File: src/rtl/qspi_timed_master.sv
module qspi_timed_master #(
  parameter int DIV_W    = 12,
  parameter int LEAD_W   = 4,
  parameter int WIN_W    = 3,
  parameter int LEAD_MAX = 14
) (
  input  logic             clk,
  input  logic             rst_n,
  input  logic [DIV_W-1:0] cfg_div,
  input  logic             cfg_cpol,
  input  logic             cfg_quad,
  input  logic             cfg_qread,
  input  logic [LEAD_W-1:0] cfg_lead,
  input  logic [WIN_W-1:0] cfg_lag,
  input  logic [WIN_W-1:0] cfg_gap,
  input  logic             tx_valid,
  input  logic [7:0]       tx_data,
  output logic             tx_ready,
  output logic             rx_valid,
  output logic [7:0]       rx_data,
  output logic             sclk,
  output logic             ss_n,
  output logic [3:0]       io_out,
  output logic [3:0]       io_oe,
  input  logic [3:0]       io_in
);
  localparam int HW   = DIV_W - 1;
  localparam int WMAX = 2 ** (WIN_W + 1);
  localparam int DMAX = (LEAD_MAX + 3 > WMAX) ? LEAD_MAX + 3 : WMAX;
  localparam int DW   = $clog2(DMAX + 1);

  typedef enum logic [2:0] {S_IDLE, S_LEAD, S_SHIFT, S_LAG, S_GAP} st_t;

  st_t          st;
  logic [HW-1:0] pcnt;
  logic [DW-1:0] dcnt;
  logic [2:0]   bcnt;
  logic         act;
  logic [7:0]   sh;
  logic [7:0]   rx;

  wire [HW-1:0]     half  = (cfg_div[DIV_W-1:1] == '0) ? HW'(1) : cfg_div[DIV_W-1:1];
  wire              tick  = (pcnt == half - HW'(1));
  wire [LEAD_W-1:0] lsel  = (cfg_lead > LEAD_W'(LEAD_MAX)) ? LEAD_W'(LEAD_MAX) : cfg_lead;
  wire [DW-1:0]     lhalf = DW'(lsel) + DW'(3);
  wire              last  = cfg_quad ? (bcnt == 3'd1) : (bcnt == 3'd7);
  wire [7:0]        rx_nx = cfg_quad ? {rx[3:0], io_in} : {rx[6:0], io_in[1]};

  always_ff @(posedge clk or negedge rst_n) begin
    if (!rst_n) begin
      st       <= S_IDLE;
      pcnt     <= '0;
      dcnt     <= '0;
      bcnt     <= '0;
      act      <= 1'b0;
      ss_n     <= 1'b1;
      sh       <= '0;
      rx       <= '0;
      rx_valid <= 1'b0;
    end else begin
      rx_valid <= 1'b0;
      pcnt     <= (st == S_IDLE || tick) ? '0 : pcnt + HW'(1);
      case (st)
        S_IDLE: if (tx_valid) begin
          st   <= S_LEAD;
          ss_n <= 1'b0;
          sh   <= tx_data;
          bcnt <= '0;
          dcnt <= lhalf - DW'(1);
        end
        S_LEAD: if (tick) begin
          if (dcnt == '0) begin
            st  <= S_SHIFT;
            act <= 1'b1;
            rx  <= rx_nx;
          end else dcnt <= dcnt - DW'(1);
        end
        S_SHIFT: if (tick) begin
          if (act) begin
            act <= 1'b0;
            sh  <= cfg_quad ? {sh[3:0], 4'b0} : {sh[6:0], 1'b0};
            if (last) begin
              st   <= S_LAG;
              dcnt <= DW'({cfg_lag, 1'b1});
            end else bcnt <= bcnt + 3'd1;
          end else begin
            act <= 1'b1;
            rx  <= rx_nx;
          end
        end
        S_LAG: if (tick) begin
          if (dcnt == '0) begin
            st       <= S_GAP;
            ss_n     <= 1'b1;
            rx_valid <= 1'b1;
            dcnt     <= DW'({cfg_gap, 1'b1});
          end else dcnt <= dcnt - DW'(1);
        end
        S_GAP: if (tick) begin
          if (dcnt == '0) st <= S_IDLE;
          else dcnt <= dcnt - DW'(1);
        end
        default: st <= S_IDLE;
      endcase
    end
  end

  assign tx_ready = (st == S_IDLE);
  assign rx_data  = rx;
  assign sclk     = cfg_cpol ^ act;
  assign io_out   = cfg_quad ? sh[7:4] : {3'b000, sh[7]};
  assign io_oe    = ss_n ? 4'b0000 : (cfg_quad ? (cfg_qread ? 4'b0000 : 4'b1111) : 4'b0001);

  AST_SCLK_PARKED:     assert property (@(posedge clk) disable iff (!rst_n) ss_n |-> sclk == cfg_cpol);
  AST_READY_DESELECT:  assert property (@(posedge clk) disable iff (!rst_n) tx_ready |-> ss_n);
  AST_RXV_AT_RELEASE:  assert property (@(posedge clk) disable iff (!rst_n) rx_valid |-> $rose(ss_n));
  AST_RXV_ONE_CYCLE:   assert property (@(posedge clk) disable iff (!rst_n) rx_valid |=> !rx_valid);
  AST_OE_RELEASED:     assert property (@(posedge clk) disable iff (!rst_n) ss_n |-> io_oe == 4'b0000);
  AST_SEL_IN_SHIFT:    assert property (@(posedge clk) disable iff (!rst_n) st == S_SHIFT |-> !ss_n);
  AST_BIT_BOUND:       assert property (@(posedge clk) disable iff (!rst_n)
                         st == S_SHIFT |-> bcnt < (cfg_quad ? 3'd2 : 3'd7) || (!cfg_quad && bcnt == 3'd7));
  AST_NO_START_BUSY:   assert property (@(posedge clk) disable iff (!rst_n)
                         (!tx_ready && ss_n) |=> ss_n || $past(st == S_IDLE));
endmodule

File: config.mk
export PLATFORM = sky130hd
export DESIGN_NAME = qspi_timed_master
export DESIGN_NICKNAME = d
export VERILOG_FILES = /design/src/rtl/qspi_timed_master.sv
export SDC_FILE = /design/constraint.sdc
export NUM_CORES = 1
export LEC_CHECK = 0
export ABC_AREA = 1
export ABC_CLOCK_PERIOD_IN_PS = 3000
export CORE_ASPECT_RATIO = 1.2
export CORE_MARGIN = 2
export CORE_UTILIZATION = 45
export CTS_CLUSTER_DIAMETER = 40
export DETAILED_ROUTE_END_ITERATION = 10
export PLACE_DENSITY = 0.71
export SLEW_MARGIN = 20
export SYNTH_ARGS = -nofsm -noshare
export SYNTH_HDL_FRONTEND = slang
export SYNTH_SLANG_ARGS = --single-unit
File: constraint.sdc
create_clock -name clk -period 3 [get_ports clk]
set_clock_uncertainty 0.2 [all_clocks]
set_input_delay 0.45 -clock clk [delete_from_list [all_inputs] [get_ports clk]]
set_output_delay 0.45 -clock clk [all_outputs]
set_load 0.02 [all_outputs]
# Yosys cells after proc, flatten, opt, wreduce, memory -nomap -nowiden
# Index checks and enable logic that the tools add are counted.
[word_totals]
regBits = 41
in_bits = 40
output_inout_bits = 20
wordCells = 108
[classes]
n_addsub = 6
magnitude_cmp = 1
n_eq_ne = 21
muxes = 54
bitwise = 1
reduce_logical = 16
[op_table]
columns = ["op", "n"]
rows = [
  ["two-way mux 8 bit", 9],
  ["two-way mux 3 bit", 14],
  ["two-way mux 5 bit", 8],
  ["one-hot mux 8 bit (2 select lines)", 2],
  ["inequality test 2 bit, second input constant", 13],
  ["two-way mux 11 bit", 2],
  ["two-way mux 4 bit", 5],
  ["one-hot mux 5 bit (4 select lines)", 1],
  ["one-hot mux 3 bit (5 select lines)", 1],
  ["AND reduction 4 bit", 3],
  ["adder 11 x 1 -> 11 bit, second input constant", 1],
  ["== test 11 bit", 1],
  ["logical NOT 11 bit", 1],
  ["subtractor 11 x 1 -> 11 bit, second input constant", 1],
  ["AND reduction 10 bit", 1],
  ["AND reduction 5 bit", 2],
  ["subtractor 5 x 1 -> 5 bit, second input constant", 2],
  ["two-way mux 1 bit", 9],
  ["AND reduction 8 bit", 1],
  ["== test 3 x 1 -> 1 bit, second input constant", 2],
  ["== test 3 x 2 -> 1 bit, second input constant", 2],
  ["== test 3 bit, second input constant", 2],
  ["one-hot mux 3 bit (2 select lines)", 1],
  ["nonzero test 2 bit", 3],
  ["11 further kinds", 12],
]

# Depth between registers and ports, before layout
# Gate-level depths: netlist of run 1.
[logic_depth]
ltp_word = 6
mapped_depth = 21
mapped_depth_nobuf = 20

# Least setup slack after synthesis of run 1
# Ideal clock, no wire load.
[synth_path]
path_type = "input to register"
start = "input cfg_div[5]"
end = "register rx[5] (netlist: rx_data[5])"
arrival_time_ns = 2.570
required_ns = 2.685
path_slack_ns = 0.115
path_stages = 19
path_buffers = 1
path_cell_list = "nor2_2 -> nand2_1 -> nor2_2 -> nand2_4 -> nand2_4 -> inv_1 -> ha_1 -> xnor2_1 -> xor2_1 -> nand3_1 -> nor2_2 -> nand3_4 -> nor2_4 -> nand2_2 -> a21oi_4 -> buf_6 -> nand2_1 -> o21ai_2 -> inv_2"
[synth_via]
elab_chain_cells = 6
elab_cells_between_ends = 7
classes_between = "add/sub: 1; eq/ne: 3; mux: 1; reduce/logical: 2"
[synth_rtl]
columns = ["element", "line", "rtl"]
rows = [
  ["start, declared", "9", "input logic [DIV_W-1:0] cfg_div,"],
  ["logical NOT 11 bit", "42", "wire [HW-1:0] half = (cfg_div[DIV_W-1:1] == '0) ? HW'(1) : cfg_div[DIV_W-1:1];"],
  ["two-way mux 11 bit (*)", "42", ""],
  ["subtractor 11 x 1 -> 11 bit (*)", "43", "wire tick = (pcnt == half - HW'(1));"],
  ["== test 11 bit (*)", "43", ""],
  ["inequality test 2 bit (no line)", "--", ""],
  ["AND reduction 5 bit (no line) (*)", "--", ""],
  ["end signal, assigned", "75", "rx <= rx_nx;"],
  ["end signal, assigned", "88", "rx <= rx_nx;"],
  ["end, declared", "40", "logic [7:0] rx;"],
]
# Every way passes the cells marked *; elsewhere a longest branch is shown, timed or not.
# A chain may end at the register's enable or synchronous reset.

# Worst setup path in the final report of run 1
[layout_path]
start = "input cfg_div[7]"
end = "register rx[4] (netlist: rx_data[4])"
# Same word-level chain as after synthesis.

==> summary.txt, run 1 <==
Status
  • Status: complete, no violations

Synth
  • Library cells used by synthesis: 39
  • EDFF count, synth: 0
  • Syn_area_per_cell: 7.19 um^2
  • Syn Std Cell Area: 2930 um^2
  • Syn. warnings: 0
  • Fraction of registers with async set or reset after synthesis: 100%
  • Post-Syn Instances: 408
  • Synth Flop Type: dfrtp_1
  • Register bit total from synthesis: 41
  • Syn_nets: 453
  • Sequential share of the synthesized area: 35.0%

Timing
  • Final setup violation count: 0
  • Crit share post-route: 96.1%
  • Worst-Margin Slew: 0.913 ns
  • Slew Limit Fails: 0
  • Slew headroom: 39.1%
  • Min Tclk post-route: 2.88 ns
  • Final Hold Fails: 0
  • FMAX: 347 MHz

Critical path
  • CP startpoint kind: input port
  • Crit end category: register
  • Req. time, crit path: 2.99 ns
  • Worst Path Arrival: 2.87 ns
  • Critical path class: in -> reg
  • Crit-path max FO: 4

Layout
  • Final instance area: 4260 um^2
  • Share of cells above drive strength 1: 23.1%
  • Most frequent cells in the layout: nand2_1, buf_4, clkdlybuf4s50_1
  • Area delta synth->final: 45.1%
  • Fillers: 515
  • Fin nets: 563
  • # diodes: 0
  • Most common cell after layout, fill and taps aside: nand2_1
  • Layout Cells excl Fill: 604

Floorplanning
  • Initial core utilization: 46.1%
  • Die width: 77.7 um
  • # IOs: 60
  • Die area: 7180 um^2
  • Die Y-Extent: 92.4 um
  • Std cell rows: 32
  • Core area: 6370 um^2

Power
  • Total power: 2.68 mW
  • Sequential share of power: 30.4%
  • Power density over the cells: 629 nW/um^2
  • NetSw: 1.16 mW
  • Max IR drop VDD: 327 uV
  • Switching Fraction: 43.5%
  • Comb power frac: 52.6%
  • Clock power frac: 17.0%
  • Total leakage power: 2.11 nW
  • P_int: 1.51 mW

Global route
  • Total grt overflow: 0
  • Largest net degree at the start of global routing: 42
  • Total Routing Usage GR: 22.4%
  • Initial antenna violation count: 0
  • Vias in the first global route: 3003
  • First-pass GRT wire length: 13.2 mm

Placed design
  • GP Congestion: 0.904
  • Port Buffer Count: 58
  • Cell Area, Placed: 3870 um^2
  • Post-DP HPWL: 5.69 mm
  • Placed Cells: 580

Route
  • Drt wl/cell: 12.8 um
  • Routed vias: 3070
  • DRC viols: 0
  • Starting DRC count in detailed routing: 140
  • DRT antenna net count: 0
  • Final WL: 7.73 mm
  • Vias per cell: 5.08
  • Drt first pass iters: 4

Clock network
  • Root Driver: clkbuf_8
  • Number of CTS-inserted buffers: 5
  • Clk slew on worst S/H paths: 0.09 ns
  • Clock latency on the worst-skew pair: 0.30 ns
  • Clk sinks: 41
  • Clock buffer depth: 2
  • H-tree lvl count: 2
  • CTS tree: built

Flow run
  • Max_cap viols: 0

Min path
  • Hold Crit Class: in -> async
sequential cells by signal (all words and copies together), names as in the netlist:
signal and flops:
act 1, ss_n 1, rx_valid 1, dcnt 5, bcnt 3, rx_data 8
st 3, sh 8, pcnt 11
final timing paths:
kind	from	end	slack (ns)	cells after the start
min in group clk	rx_data[7]$_DFFE_PN0P_	rx_data[7]$_DFFE_PN0P_	0.31	2
worst min-delay path	rst_n	dcnt[3]$_DFFE_PN0P_	0.08	1
worst min register to register	rx_data[7]$_DFFE_PN0P_	rx_data[7]$_DFFE_PN0P_	0.31	2
max in group asynchronous	rst_n	pcnt[10]$_DFF_PN0_	1.94	1
worst max-delay path	cfg_div[7]	rx_data[4]$_DFFE_PN0P_	0.12	22
worst max register to register	pcnt[8]$_DFF_PN0_	rx_data[4]$_DFFE_PN0P_	0.68	13
power by group through the flow:
stage / Clock [mW] / Sequential (mW) / Combinational [mW]
after floorplan: 0 / 0.780 / 0.916
after global placement: 0 / 0.813 / 1.31
after detailed placement: 0 / 0.817 / 1.33
after CTS: 0.464 / 0.806 / 1.34
after global routing: 0.486 / 0.829 / 1.60
final: 0.455 / 0.812 / 1.41
through the flow:
step                utilization, %  setup slack, ns  hold WS, ns  TNS (ns)
floorplan                        -            0.115      -0.0456         0
global placement              60.8           -0.384        0.276    -13.06
detailed placement            60.8           -0.436        0.288    -15.47
CTS                           64.8           0.0150        0.126         0
global route                  66.8          -0.0390        0.172    -0.258
finish                        66.8            0.117       0.0759         0
cell usage after synthesis (2+ instances only):
library cell	number	area, um^2
o2111ai_1	2	17.5
nor2_1	34	128
nand2_1	106	398
o22ai_1	2	12.5
dfrtp_1	40	1000
mux2i_1	6	60.1
nand2_4	2	22.5
nor3b_1	5	37.5
nand2_2	4	25.0
o21ai_1	9	45.0
nor2_2	8	50.1
o21ai_2	2	17.5
o21ai_0	9	45.0
nor3_1	11	55.1
ha_1	5	62.6
nand4_1	5	31.3
inv_2	9	33.8
xor2_1	17	149
buf_4	2	15.0
and3_1	4	25.0
nand3_1	45	225
clkbuf_1	7	26.3
a21oi_1	10	50.1
inv_1	38	143
xnor2_1	5	43.8
or2_2	2	12.5
nor2_4	4	45.0
a31oi_1	4	25.0
worst max-delay path: stages:
cell	delay, ns
dlygate4sd2_1	0.25
nor2_1	0.15
nand2_2	0.08
nor2_2	0.12
nand2_4	0.07
nand2_4	0.06
inv_2	0.04
ha_4	0.17
nand3_2	0.11
xor2_2	0.16
or2_2	0.13
nand2_1	0.06
nor2_2	0.14
nand3_4	0.12
nor2_4	0.12
nand2_2	0.09
a21oi_4	0.15
buf_12	0.13
buf_12	0.10
nand2_1	0.04
o21ai_1	0.09
inv_2	0.04
layout make-up:
cell class / instances / area [um^2] / share of cell area, %
Multi-Input combinational cell: 308 / 1790 / 42.1
Timing Repair Buffer: 114 / 1040 / 24.3
Sequential cell: 41 / 1030 / 24.1
Inverter: 48 / 180 / 4.23
Tap cell: 85 / 106 / 2.50
Clock buffer: 5 / 68.8 / 1.62
Clock inverter: 3 / 46.3 / 1.09
layer usage:
layer / track usage (%) / part of all wire (%)
met1: 26.9 / 42
met2: 40.0 / 53
met3: 3.90 / 3.8
met4: 7.89 / 1.7
met5: 0 / 0
what timing repair did:
action                     4_1_cts  5_1_grt
pin swaps                       12       15
setup endpoints to repair       38       38
resized for setup               21       26
setup buffers                   13        3
hold buffers                     0        0
logic make-up (layout without fill, tap and decap cells):
group                    count (synthesis)  count (layout)  share of synthesized area (%)
buffers and inverters                   59             170                           8.11
adder cells (fa/ha/maj)                  5               5                           2.13
AO/OA/AOI/OAI                           43              43                           8.87
multiplexers                             6               6                           2.05
flip-flops                              41              41                           35.0
XOR/XNOR                                22              22                           6.57
AND/OR/NAND/NOR                        232             232                           37.2
Power figures use the tool's default switching activity.
==> inputs of run 2 (changes only) <==
--- a/config.mk
+++ b/config.mk
@@ -5,8 +5,7 @@
 export SDC_FILE = /design/constraint.sdc
 export NUM_CORES = 1
 export LEC_CHECK = 0
-export ABC_AREA = 1
-export ABC_CLOCK_PERIOD_IN_PS = 3000
+export ABC_AREA = 0
 export CORE_ASPECT_RATIO = 1.2
 export CORE_MARGIN = 2
 export CORE_UTILIZATION = 45
==> run 2 against run 1 <==
Effect of this change: setup slack worse by 0.21 ns; sequential power is 14% lower; utilization is 2.6 points lower; total power is 40% lower; clock power is 3% higher; sequential share of layout area is 0.67 points higher; critical path depth is 11 lower; die area is 2.2% higher; synthesized area is 2.3% higher; the run now ends with negative setup slack left.
==> summary.txt, run 2 <==
Status
  • Status: finished, violations left
  • Failing checks: negative setup slack

Layout
  • Most frequent cells in the layout: clkdlybuf4s50_1, dfrtp_1, buf_4
  • Share of cells above drive strength 1: 24.1% (+1.0 points)
  • Fillers: 551 (+7.0%)
  • # diodes: 0 (unchanged)
  • Most common cell after layout, fill and taps aside: clkdlybuf4s50_1
  • Flip-flop count of the largest register after layout: 11 (unchanged)
  • Biggest register: pcnt
  • Area delta synth->final: 38.0%
  • Fin nets: 471 (-16%)

Route
  • Final WL: 7.90 mm (+2.2%)
  • Starting DRC count in detailed routing: 88 (-37%)
  • DRC viols: 0 (unchanged)
  • DRT antenna net count: 0 (unchanged)
  • Drt wl/cell: 15.4 um (+21%)
  • Drt first pass iters: 4 (unchanged)
  • Routed vias: 2854 (-7.0%)
  • Vias per cell: 5.57 (+9.7%)

Timing
  • FMAX: 324 MHz (-6.7%)
  • Final setup violation count: 18 (+18)
  • Final worst slack: -0.0893 ns (-0.206 ns)
  • Final Hold Fails: 0 (unchanged)
  • Slew headroom: 38.8% (-0.31 points)
  • Setup TNS: -0.966 ns (-0.966 ns)
  • RSZ-0062 raised after global routing: yes
  • Crit share post-route: 103% (+6.9 points)
  • Worst-Margin Slew: 0.918 ns (+0.00460 ns)
  • Hold Slack: 0.0871 ns (+0.0113 ns)
  • Min Tclk post-route: 3.09 ns (+0.206 ns)
  • Slew Limit Fails: 0 (unchanged)

Synth
  • EDFF count, synth: 0 (unchanged)
  • Post-Syn Instances: 348 (-15%)
  • Sequential share of the synthesized area: 34.3% (-0.77 points)
  • Syn. warnings: 0 (unchanged)
  • Fraction of registers with async set or reset after synthesis: 100% (unchanged)
  • Register bit total from synthesis: 41 (unchanged)
  • Top-count cell post-synth: dfrtp_1
  • Library cells used by synthesis: 60 (+54%)
  • Synth area leader: dfrtp_1
  • Syn_area_per_cell: 8.62 um^2 (+20%)
  • Synth area leaders: dfrtp_1, mux2_2, nor2_1, mux2i_1, a21oi_1
  • Top cell type's share of synthesized area: 33.4% (-0.75 points)
  • Synth Flop Type: dfrtp_1
  • Top post-synthesis cells by count: dfrtp_1, nor2_1, nand2_1
  • Syn Std Cell Area: 3000 um^2 (+2.3%)
  • Syn_nets: 393 (-13%)

Critical path
  • CP Buf/Inv Count: 2 (-3)
  • Critical path's slowest cell: or4b_1
  • Worst Path Arrival: 3.07 ns (+0.20 ns)
  • Critical-path cell list: buf_6 -> nor4_4 -> a31oi_4 -> ha_4 -> nand3_2 -> or4b_1 -> a311o_1 -> or3_4 -> nor3_4 -> buf_12 -> mux2_4
  • Crit end category: register
  • Worst path top cell family by delay: simple AND/OR/NAND/NOR gates
  • Critical path class: in -> reg
  • Req. time, crit path: 2.98 ns (about the same)
  • CP startpoint kind: input port
  • Max stage delay on crit path: 0.43 ns (+0.18 ns)
  • Crit-path max FO: 8 (+4)

Global route
  • Largest net degree at the start of global routing: 42 (unchanged)
  • Total grt overflow: 0 (unchanged)
  • Vias in the first global route: 2833 (-5.7%)
  • Total Routing Usage GR: 22.2% (-0.20 points)
  • First-pass GRT wire length: 13.1 mm (-0.89%)
  • Initial antenna violation count: 0 (unchanged)

Clock network
  • Number of CTS-inserted buffers: 5 (unchanged)
  • H-tree lvl count: 2 (unchanged)
  • Root Driver: clkbuf_8
  • Clock buffer depth: 2 (unchanged)
  • Clk slew on worst S/H paths: 0.08 ns (about the same)
  • Clock latency on the worst-skew pair: 0.30 ns (about the same)
  • Clk sinks: 41 (unchanged)
  • CTS tree: built
  • Hold_buf cts: 0 (unchanged)

Floorplanning
  • Initial core utilization: 46.5% (+0.46 points)
  • Std cell rows: 32 (unchanged)
  • Die width: 78.5 um (+1.1%)
  • Die Y-Extent: 93.4 um (+1.1%)
  • # IOs: 60 (unchanged)
  • Die area: 7340 um^2 (+2.2%)
  • Core area: 6450 um^2 (+1.3%)

Placed design
  • Port Buffer Count: 58 (unchanged)
  • GP Congestion: 0.929 (+2.8%)
  • Post-DP HPWL: 5.72 mm (+0.57%)

Min path
  • Hold Crit Class: in -> async

Power
  • Max IR drop VDD: 199 uV (-39%)
  • Total leakage power: 1.85 nW (-13%)
  • Power density over the cells: 386 nW/um^2 (-39%)

Flow run
  • Max_cap viols: 0 (unchanged)
[run 2: worst paths after layout]
check	startpoint	endpoint	slack, ns	depth (start not counted)
worst min register to register	ss_n$_DFFE_PN1P_	ss_n$_DFFE_PN1P_	0.30	2
worst max register to register	pcnt[8]$_DFF_PN0_	rx_data[4]$_DFFE_PN0P_	0.24	7
max in group asynchronous	rst_n	rx_data[1]$_DFFE_PN0P_	1.94	1
worst max-delay path	cfg_div[4]	rx_data[4]$_DFFE_PN0P_	-0.09	11
min in group clk	ss_n$_DFFE_PN1P_	ss_n$_DFFE_PN1P_	0.30	2
worst min-delay path	rst_n	pcnt[10]$_DFF_PN0_	0.09	1
[run 2: what timing repair did]
| item | CTS | global route |
|---|---|---|
| gates resized for setup | 52 | 15 |
| setup buffers | 4 | 1 |
| endpoints found under the setup margin | 41 | 39 |
| pin swaps | 9 | 11 |
[run 2: routing by layer]
layer | vias up | track usage [%] | part of all wire, % | routed length, um
li1 | 1407 | - | - | -
met1 | 1372 | 27.3 | 42 | 3340
met2 | 61 | 39.9 | 53 | 4190
met3 | 14 | 2.51 | 2.6 | 209
met4 | 0 | 8.04 | 2.0 | 161
met5 | - | 0 | 0 | 0
[run 2: cell type report]
| cell class | instances | area [um^2] | share of cell area, % |
|---|---|---|---|
| multi-input combinational | 266 | 1970 | 47.5 |
| sequential | 41 | 1030 | 24.8 |
| timing repair buffer | 96 | 858 | 20.7 |
| tap | 85 | 106 | 2.57 |
| clock buffer | 6 | 82.6 | 1.99 |
| inverter | 16 | 60.1 | 1.45 |
| clock inverter | 2 | 37.5 | 0.907 |
[run 2: cells by family after synthesis]
family	synth area share, %
buffers and inverters	5.92
AND/OR/NAND/NOR	23.4
adder cells (fa/ha/maj)	2.09
XOR/XNOR	5.55
multiplexers	11.2
flip-flops	34.3
AO/OA/AOI/OAI	17.6
[run 2: report_power, final]
part | total, mW | switching [mW] | internal (mW)
clock network | 0.470 | 0.199 | 0.271
registers | 0.696 | 0.0824 | 0.613
logic | 0.431 | 0.204 | 0.226
total | 1.60 | 0.486 | 1.11
[run 2: per-stage QoR]
stage / cells / util (%) / setup WS [ns] / total power [mW] / cell area, um^2
floorplan: 348 / - / -0.542 / 0.944 / 3090
global placement: 499 / 60.4 / -0.838 / 1.11 / 3890
detailed placement: 499 / 60.4 / -0.929 / 1.12 / 3890
CTS: 511 / 63.0 / -0.136 / 1.60 / 4060
global route: 512 / 64.2 / -0.158 / 1.69 / 4140
finish: 512 / 64.2 / -0.0893 / 1.60 / 4140
==> inputs of run 3 (changes only) <==
--- a/config.mk
+++ b/config.mk
@@ -12,6 +12,7 @@
 export CTS_CLUSTER_DIAMETER = 40
 export DETAILED_ROUTE_END_ITERATION = 10
 export PLACE_DENSITY = 0.71
+export RECOVER_POWER = 100
 export SLEW_MARGIN = 20
 export SYNTH_ARGS = -nofsm -noshare
 export SYNTH_HDL_FRONTEND = slang
==> run 3 against run 2 <==
Effect of this change: the flow finishes with violations (max-capacitance violations, max-slew violations, negative setup slack); global-route usage did not move; first-iteration DRC count rose by 28%; sequential power barely moved; via count fell by 0.11%; combinational power fell by 0.9%; wire length fell by 0.23%; design area barely moved; clock power barely moved; non-clock buffer count did not move; final cell count did not move; die area did not move.
==> summary.txt, run 3 (synthesis results as in run 2) <==
Floorplanning
  • Die area: 7340 um^2 (unchanged)
  • # IOs: 60 (unchanged)
  • Initial core utilization: 46.5% (unchanged)
  • Die width: 78.5 um (unchanged)
  • Die Y-Extent: 93.4 um (unchanged)
  • Core area: 6450 um^2 (unchanged)
  • Std cell rows: 32 (unchanged)

Timing
  • Final setup violation count: 18 (unchanged)
  • RSZ-0062 raised after global routing: yes
  • Worst-Margin Slew: 2.19 ns (+1.27 ns)
  • Slew headroom: -45.8% (-85 points)
  • Crit share post-route: 103% (about the same)
  • Setup TNS: -0.953 ns (+0.0129 ns)
  • Final Hold Fails: 0 (unchanged)
  • Slew Limit Fails: 42 (+42)
  • Hold Slack: 0.296 ns (+0.209 ns)
  • Final worst slack: -0.0874 ns (+0.00194 ns)
  • Min Tclk post-route: 3.09 ns (-0.00194 ns)
  • FMAX: 324 MHz (about the same)

Min path
  • Hold Path Cell Cnt: 2
  • Hold Crit Class: reg -> reg

Global route
  • Initial antenna violation count: 0 (unchanged)
  • First-pass GRT wire length: 13.1 mm (unchanged)
  • Total grt overflow: 0 (unchanged)
  • Largest net degree at the start of global routing: 42 (unchanged)
  • Total Routing Usage GR: 22.2% (unchanged)
  • Vias in the first global route: 2833 (unchanged)

Placed design
  • Post-DP HPWL: 5.72 mm (unchanged)
  • Placed Cells: 499 (unchanged)
  • GP Congestion: 0.929 (unchanged)
  • Port Buffer Count: 58 (unchanged)
  • Cell Area, Placed: 3890 um^2 (unchanged)
  • Post-Place Worst Slack: -0.929 ns (unchanged)

Clock network
  • Clk sinks: 41 (unchanged)
  • Clock buffer depth: 2 (unchanged)
  • Root Driver: clkbuf_8
  • Number of CTS-inserted buffers: 5 (unchanged)
  • Clk slew on worst S/H paths: 0.09 ns (about the same)
  • H-tree lvl count: 2 (unchanged)
  • CTS tree: built
  • Clock latency on the worst-skew pair: 0.30 ns (about the same)

Layout
  • Most common cell after layout, fill and taps aside: dfrtp_1
  • Share of cells above drive strength 1: 23.9% (-0.23 points)
  • Utilization after layout: 64.2% (about the same)
  • Biggest register: pcnt
  • Area delta synth->final: 37.9% (about the same)
  • Layout Cells excl Fill: 512 (unchanged)
  • Final instance area: 4140 um^2 (about the same)
  • # diodes: 0 (unchanged)
  • Most frequent cells in the layout: dfrtp_1, buf_4, nor2_1
  • Fin nets: 471 (unchanged)
  • Flip-flop count of the largest register after layout: 11 (unchanged)

Route
  • DRT antenna net count: 0 (unchanged)
  • DRC viols: 0 (unchanged)
  • Starting DRC count in detailed routing: 113 (+28%)
  • Vias per cell: 5.57 (-0.11%)
  • Routed vias: 2851 (-0.11%)
  • Final WL: 7.88 mm (-0.23%)
  • Drt first pass iters: 5 (+1)
  • Drt wl/cell: 15.4 um (-0.23%)

Power
  • Total power: 1.59 mW (-0.19%)
  • Total leakage power: 1.89 nW (+2.3%)
  • Max IR drop VDD: 199 uV (-0.11%)
  • Power density over the cells: 385 nW/um^2 (-0.10%)

Critical path
  • Critical path class: in -> reg
  • CP Buf/Inv Count: 2 (unchanged)
  • Req. time, crit path: 2.98 ns (about the same)
  • Crit-path max FO: 8 (unchanged)
  • CP startpoint kind: input port
  • Max stage delay on crit path: 0.43 ns (about the same)
  • Worst Path Arrival: 3.07 ns (about the same)
  • Worst path top cell family by delay: simple AND/OR/NAND/NOR gates
  • Critical-path cell list: buf_6 -> nor4_4 -> a31oi_4 -> ha_4 -> nand3_2 -> or4b_1 -> a311o_1 -> or3_4 -> nor3_4 -> buf_12 -> mux2_4
  • R2R cell count: 7 (unchanged)
  • Crit. path cell count: 11 (unchanged)
  • Crit end category: register
  • Critical path's slowest cell: or4b_1

Status
  • Failing checks: max-capacitance violations, max-slew violations, negative setup slack
  • Status: finished, violations left

Flow run
  • Max_cap viols: 1 (+1)
run 3: changes by cell type in the layout (fill, tap and decap cells not counted), sizes merged:
cell,previous run,this run
dlygate4sd3,0,18
buf,47,45
clkbuf,7,9
clkdlybuf4s50,46,28
run 3: per-layer routing:
metal | GRT usage [%] | up-vias | part of all wire [%]
li1 | - | 1407 | -
met1 | 27.3 | 1360 | 42
met2 | 39.9 | 68 | 53
met3 | 2.51 | 16 | 3.1
met4 | 8.04 | 0 | 2.1
met5 | 0 | - | 0
run 3: cell type report:
| type | count | area [um^2] |
|---|---|---|
| multi-input cells | 266 | 1970 |
| repair buffers | 96 | 855 |
| clock inverters | 2 | 37.5 |
| well taps | 85 | 106 |
| fillers | 551 | 2310 |
| flip-flops and latches | 41 | 1030 |
| clock buffers | 6 | 82.6 |
| inverters | 16 | 60.1 |
run 3: where the power goes:
group | total, mW | internal, mW | leakage (nW) | switching, mW
Clock | 0.470 | 0.271 | 0.0574 | 0.200
Sequential | 0.696 | 0.614 | 0.516 | 0.0821
Combinational | 0.427 | 0.224 | 1.32 | 0.204
Total | 1.59 | 1.11 | 1.89 | 0.485
run 3: tightest hold or removal path, delay by kind of cell (launching register included):
family	cells	cell delay (ns)
AND/OR/NAND/NOR	2	0.12
flip-flops	1	0.39
run 3: worst paths after layout:
path | from | to | slack, ns
setup / recovery | cfg_div[4] | rx_data[4]$_DFFE_PN0P_ | -0.09
hold / removal | ss_n$_DFFE_PN1P_ | ss_n$_DFFE_PN1P_ | 0.30
hold reg to reg | ss_n$_DFFE_PN1P_ | ss_n$_DFFE_PN1P_ | 0.30
setup reg to reg | pcnt[8]$_DFF_PN0_ | rx_data[4]$_DFFE_PN0P_ | 0.24
max in group asynchronous | rst_n | dcnt[3]$_DFFE_PN0P_ | 0.76
min in group asynchronous | rst_n | pcnt[10]$_DFF_PN0_ | 0.59
run 3: timing repair:
| item | 4_1_cts | 5_1_grt |
|---|---|---|
| buffers inserted | 4 | 1 |
| resized for setup | 52 | 15 |
| setup endpoints to repair | 41 | 39 |
| hold endpoints to repair | 0 | 0 |
| pin swaps | 9 | 11 |
| hold buffers | 0 | 0 |
